### src/rtl/arb_pkg.sv
package arb_pkg;
  typedef enum logic [1:0] {
    ST_IDLE = 2'd0,
    ST_A    = 2'd1,
    ST_B    = 2'd2,
    ST_REF  = 2'd3
  } arbState_t;

  typedef struct packed {
    logic startA;
    logic startB;
    logic startRef;
    logic endAcc;
  } arbStrobe_t;
endpackage

### src/rtl/arb_ctrl.sv
module arb_ctrl
  import arb_pkg::*;
(
  input  logic       clk,
  input  logic       rstN,
  input  logic       reqA,
  input  logic       reqB,
  input  logic       refReq,
  input  logic       lockIn,
  input  logic       accDone,
  input  logic       grantB,
  input  logic       favorB,
  output arbStrobe_t strobe,
  output logic       waitA,
  output logic       waitB,
  output logic       refBusy
);
  arbState_t state;

  // Winner selection; only evaluated while idle, so owners are never preempted.
  always_comb begin
    strobe = '0;
    if (state == ST_IDLE) begin
      if (lockIn) begin
        if (grantB && reqB)        strobe.startB = 1'b1;
        else if (!grantB && reqA)  strobe.startA = 1'b1;
      end else if (refReq) begin
        strobe.startRef = 1'b1;
      end else if (reqA && reqB) begin
        if (favorB) strobe.startB = 1'b1;
        else        strobe.startA = 1'b1;
      end else if (reqA) begin
        strobe.startA = 1'b1;
      end else if (reqB) begin
        strobe.startB = 1'b1;
      end
    end else begin
      strobe.endAcc = accDone;
    end
  end

  always_ff @(posedge clk) begin
    if (!rstN) begin
      state <= ST_IDLE;
    end else begin
      unique case (state)
        ST_IDLE: begin
          if (strobe.startRef)    state <= ST_REF;
          else if (strobe.startA) state <= ST_A;
          else if (strobe.startB) state <= ST_B;
        end
        default: if (strobe.endAcc) state <= ST_IDLE;
      endcase
    end
  end

  assign waitA   = reqA && (state != ST_A);
  assign waitB   = reqB && (state != ST_B);
  assign refBusy = (state == ST_REF);

  // an owner is kept until completion is reported
  assert_owner_held_R4: assert property (@(posedge clk) disable iff (!rstN)
    (state != ST_IDLE && !accDone) |=> $stable(state));

  // a completed access is always followed by an idle cycle
  assert_idle_gap_R11: assert property (@(posedge clk) disable iff (!rstN)
    (state != ST_IDLE && accDone) |=> (state == ST_IDLE));

  // refresh wins when idle and unlocked
  assert_refresh_first_R6: assert property (@(posedge clk) disable iff (!rstN)
    (state == ST_IDLE && !lockIn && refReq) |=> (state == ST_REF));

  // lock excludes refresh and the other port
  assert_lock_excludes_R8: assert property (@(posedge clk) disable iff (!rstN)
    (state == ST_IDLE && lockIn) |=> (state != ST_REF &&
      state != (grantB ? ST_A : ST_B)));

  // completion while idle changes nothing unless someone requests
  assert_idle_done_ignored_R9: assert property (@(posedge clk) disable iff (!rstN)
    (state == ST_IDLE && !reqA && !reqB && !refReq) |=> (state == ST_IDLE));
endmodule

### src/rtl/arb_datapath.sv
module arb_datapath
  import arb_pkg::*;
#(
  parameter bit FAIR_ALT = 1'b1
) (
  input  logic       clk,
  input  logic       rstN,
  input  arbStrobe_t strobe,
  output logic       grantB,
  output logic       favorB,
  output logic       ackB
);
  logic busyB;

  always_ff @(posedge clk) begin
    if (!rstN) begin
      grantB <= 1'b0;
      busyB  <= 1'b0;
    end else begin
      if (strobe.startB)      grantB <= 1'b1;
      else if (strobe.startA) grantB <= 1'b0;
      if (strobe.startB)      busyB  <= 1'b1;
      else if (strobe.endAcc) busyB  <= 1'b0;
    end
  end

  generate
    if (FAIR_ALT) begin : g_alternate
      logic favorReg;
      always_ff @(posedge clk) begin
        if (!rstN)              favorReg <= 1'b0;
        else if (strobe.startA) favorReg <= 1'b1;
        else if (strobe.startB) favorReg <= 1'b0;
      end
      assign favorB = favorReg;
    end else begin : g_fixed
      assign favorB = 1'b0;
    end
  endgenerate

  assign ackB = busyB;

  // address steering moves only when a port access begins
  assert_grant_steady_R4: assert property (@(posedge clk) disable iff (!rstN)
    !(strobe.startA || strobe.startB) |=> $stable(grantB));

  // acknowledge only for a Port B owner
  assert_ack_needs_grant_R3: assert property (@(posedge clk) disable iff (!rstN)
    ackB |-> grantB);

  // acknowledge drops after completion
  assert_ack_drop_R3: assert property (@(posedge clk) disable iff (!rstN)
    (ackB && strobe.endAcc) |=> !ackB);
endmodule

### src/rtl/dram_port_arbiter.sv
module dram_port_arbiter
  import arb_pkg::*;
#(
  parameter bit FAIR_ALT = 1'b1
) (
  input  logic clk,
  input  logic rstN,
  input  logic reqA,
  input  logic reqB,
  input  logic refReq,
  input  logic lockIn,
  input  logic accDone,
  output logic grantB,
  output logic ackB,
  output logic waitA,
  output logic waitB,
  output logic refBusy
);
  arbStrobe_t strobe;
  logic       favorB;

  arb_ctrl u_ctrl (
    .clk(clk), .rstN(rstN), .reqA(reqA), .reqB(reqB), .refReq(refReq),
    .lockIn(lockIn), .accDone(accDone), .grantB(grantB), .favorB(favorB),
    .strobe(strobe), .waitA(waitA), .waitB(waitB), .refBusy(refBusy)
  );

  arb_datapath #(.FAIR_ALT(FAIR_ALT)) u_dp (
    .clk(clk), .rstN(rstN), .strobe(strobe),
    .grantB(grantB), .favorB(favorB), .ackB(ackB)
  );

  // single owner
  assert_one_owner_R10: assert property (@(posedge clk) disable iff (!rstN)
    !(ackB && refBusy));
endmodule

### config.mk
export PLATFORM = sky130hd
export DESIGN_NAME = dram_port_arbiter
export DESIGN_NICKNAME = d
export VERILOG_FILES = /design/src/rtl/arb_pkg.sv /design/src/rtl/arb_ctrl.sv /design/src/rtl/arb_datapath.sv /design/src/rtl/dram_port_arbiter.sv
export SDC_FILE = /design/constraint.sdc
export NUM_CORES = 1
export LEC_CHECK = 0
export BUFFER_PORTS_ARGS = -buffer_cell sky130_fd_sc_hd__buf_4
export CAP_MARGIN = 20
export CORE_AREA = 2 2 39 41
export CTS_BUF_LIST = sky130_fd_sc_hd__clkbuf_16
export CTS_CLUSTER_SIZE = 16
export DETAILED_ROUTE_END_ITERATION = 10
export DIE_AREA = 0 0 41 43
export GPL_ROUTABILITY_DRIVEN = 0
export MAX_ROUTING_LAYER = met4
export SLEW_MARGIN = 0
export SYNTH_ARGS = -nofsm -noshare
export SYNTH_HDL_FRONTEND = slang
export SYNTH_HIERARCHICAL = 1
export SYNTH_SLANG_ARGS = --single-unit
### constraint.sdc
create_clock -name clk -period 1.9 [get_ports clk]
set_clock_uncertainty 0.2 [all_clocks]
set_input_delay 0 -clock clk [delete_from_list [all_inputs] [get_ports clk]]
set_output_delay 0 -clock clk [all_outputs]
set_load 0.005 [all_outputs]
==> impl_metrics.py <==
metrics = {
    "final_layout": {
        "fillers": 144,
        "syn_to_final_growth_pct": 79.1,
        "multi_input_comb_area_sq_um": 190,
        "antenna_cell_count": 0,
        "final_cells": 71,
        "final_nets": 63,
        "post-route-util_pct": 39.5,
        "storage_cell_area_sq_um": 100,
        "drive_gt1_share_pct": 36.4,
    },
    "worst_setup_path": {
        "arrival_ns": 1.53,
        "worstPathRequired_ns": 1.82,
        "critical_path.reg2reg.endpoint": "u_dp/grantB",
        "cp_max_fo": 3,
        "timing.critical_path.to_type": "flip-flop",
        "crit_end": "u_dp/grantB",
        "r2r_slack_ns": 0.43,
        "worst_r2r_path_depth": 5,
        "setup.worst_path.class": "in -> reg",
        "start_kind": "input pin",
        "rr_startpoint": "u_dp/favorB",
        "cp-startpoint": "reqB",
    },
    "flow_run": {
        "max-cap-violations": 0,
    },
    "power_and_ir_drop": {
        "p_leak_nw": 0.256,
        "peakVddDrop_v": 0.000290,
        "power_report.internal_total_mw": 0.438,
        "clock_power_share_pct": 62.7,
        "combinationalPowerShare_pct": 14.9,
        "power.density_nw_per_um2": 1020,
        "switching_share_pct": 21.5,
        "power.share.sequential_pct": 22.4,
        "total_switching_power_mw": 0.120,
    },
    "synth": {
        "synthesis.instances": 34,
        "syn_avg_cell_area_sq_um": 8.98,
        "syn-cell-area_sq_um": 305,
        "syn_nets": 41,
        "yosys_warnings": 6,
    },
    "routing": {
        "vias": 318,
        "drt-wirelength-per-cell_um": 11.3,
        "route.detailed.vias_per_inst": 4.48,
        "detail_route.drc_violations": 0,
        "final_antenna_net_count": 0,
        "dr.pass1.iters": 2,
        "drt_first_iter_violations": 4,
        "routed_wirelength_um": 805,
    },
    "sta": {
        "min_period_over_period_pct": 84.8,
        "period_needed_ns": 1.61,
        "max_clock_freq_ghz": 0.621,
        "finalMaxSlewViolations": 0,
        "final.hold.worst_slack_ns": 0.354,
        "setup_viol": 0,
        "worst_slew_slack_as_a_fraction_of_its_limit_pct": 80.4,
        "setup-tns-final_ns": 0,
        "worst_pin_slew_ns": 0.293,
        "final-hold-violation-count": 0,
        "rsz_0062_raised_after_global_routing": "false",
    },
    "grt": {
        "grt.busiest_layer": "met2",
        "global_route.usage.met2_pct": 19.1,
        "first_global_vias": 309,
        "first_pass_grt_wire_length_um": 1250,
        "grtUsageMet1_pct": 9.97,
        "antenna_found_initial": 0,
        "grt.total_usage_pct": 11.6,
        "global_route.overflow_total": 0,
        "global_route.usage.met3_pct": 4.71,
        "grt_max_degree": 6,
    },
    "clock_network": {
        "post_cts.resized_instances": 0,
        "cts_max_path_buffers": 2,
        "tritoncts.num_buffers": 3,
        "clock_latency_ns": 0.23,
        "htree_levels": 1,
        "post_cts_hold_buffer_count": 6,
        "clock_sinks": 5,
        "tritoncts_clock_tree": "yes",
        "number_of_setup_buffers_added_after_cts": 0,
        "clk_root_buffer_cell": "clkbuf_16",
        "worst_setup_hold_path_clk_slew_ns": 0.03,
    },
    "hold_path": {
        "timing.hold.worst.class": "in -> reg",
    },
    "floorplanning": {
        "std_cell_rows": 14,
        "die_x_um": 41,
        "die_area_sq_um": 1760,
        "floorplan.io_pins": 12,
        "start_util_pct": 22.1,
        "die_span_y_um": 43,
        "core_ar_sq_um": 1380,
    },
    "place": {
        "portBuffers": 11,
        "place_inst": 61,
        "dp_hpwl_um": 520,
    },
    "status": {
        "outcome": "finished, final reports clean",
    },
}
how the worst min path moves through the flow:
| stage | endpoint | cells past startpoint | startpoint |
|---|---|---|---|
| 2_1_floorplan | waitA | 1 | reqA |
| 3_3_place_gp | u_dp/grantB | 2 | rstN |
| 3_5_place_dp | u_dp/favorB | 2 | rstN |
| 4_1_cts | u_dp/favorB | 3 | rstN |
| 5_1_grt | u_dp/grantB | 3 | rstN |
| 6_report | u_dp/grantB | 3 | rstN |
final cells by class:
| class | count | share of cell area (%) |
|---|---|---|
| Tap cell | 16 | 3.66 |
| Inverter | 4 | 2.75 |
| Clock buffer | 3 | 13.7 |
| Multi-Input combinational cell | 25 | 34.8 |
| Timing Repair Buffer | 17 | 26.1 |
| Sequential cell | 5 | 18.3 |
| Clock inverter | 1 | 0.686 |
placed cells by master, fill, tap and decap left out:
cell type	count
nand3_1	1
o21a_1	5
nand2_1	1
buf_4	11
inv_1	5
dlygate4sd3_1	6
a21oi_1	2
and3_2	1
clkbuf_16	3
a211o_1	1
a2111oi_2	1
nor2b_4	1
a21boi_0	1
dfxtp_1	5
or2b_2	1
nor2_4	1
o21ai_0	2
and2b_1	1
and2_1	1
o31ai_2	1
nor2b_1	4
per-layer routing:
layer	routed length, um	up-vias
li1	-	158
met1	300	151
met2	476	9
met3	28	0
met4	0	0
met5	0	-
flip-flops by register name (all words and copies together) (netlist names):
signal	cells
u_dp/grantB	1
u_dp/ackB	1
u_ctrl/state	2
u_dp/favorB	1
through the flow:
step / area [sq um] / worst slack (ns) / total power, mW
finish: 547 / 0.289 / 0.557
global placement: 408 / 0.463 / 0.198
global route: 547 / 0.251 / 0.583
detailed placement: 408 / 0.439 / 0.199
CTS: 547 / 0.295 / 0.562
floorplan: 305 / 0.535 / 0.168
worst max-delay path: stages:
cell and delay [ns]:
dlygate4sd3_1 0.54, buf_4 0.14, a211o_1 0.27, o21ai_0 0.10, and3_2 0.26, nor2b_1 0.05, o21a_1 0.16
power groups by stage:
stage	registers [mW]	clock network, mW	logic [mW]
floorplan	0.125	0	0.0429
finish	0.125	0.349	0.0831
detailed placement	0.127	0	0.0722
global placement	0.127	0	0.0717
global route	0.126	0.367	0.0903
CTS	0.125	0.354	0.0832
Note: power is estimated with default switching activity, not from simulation.
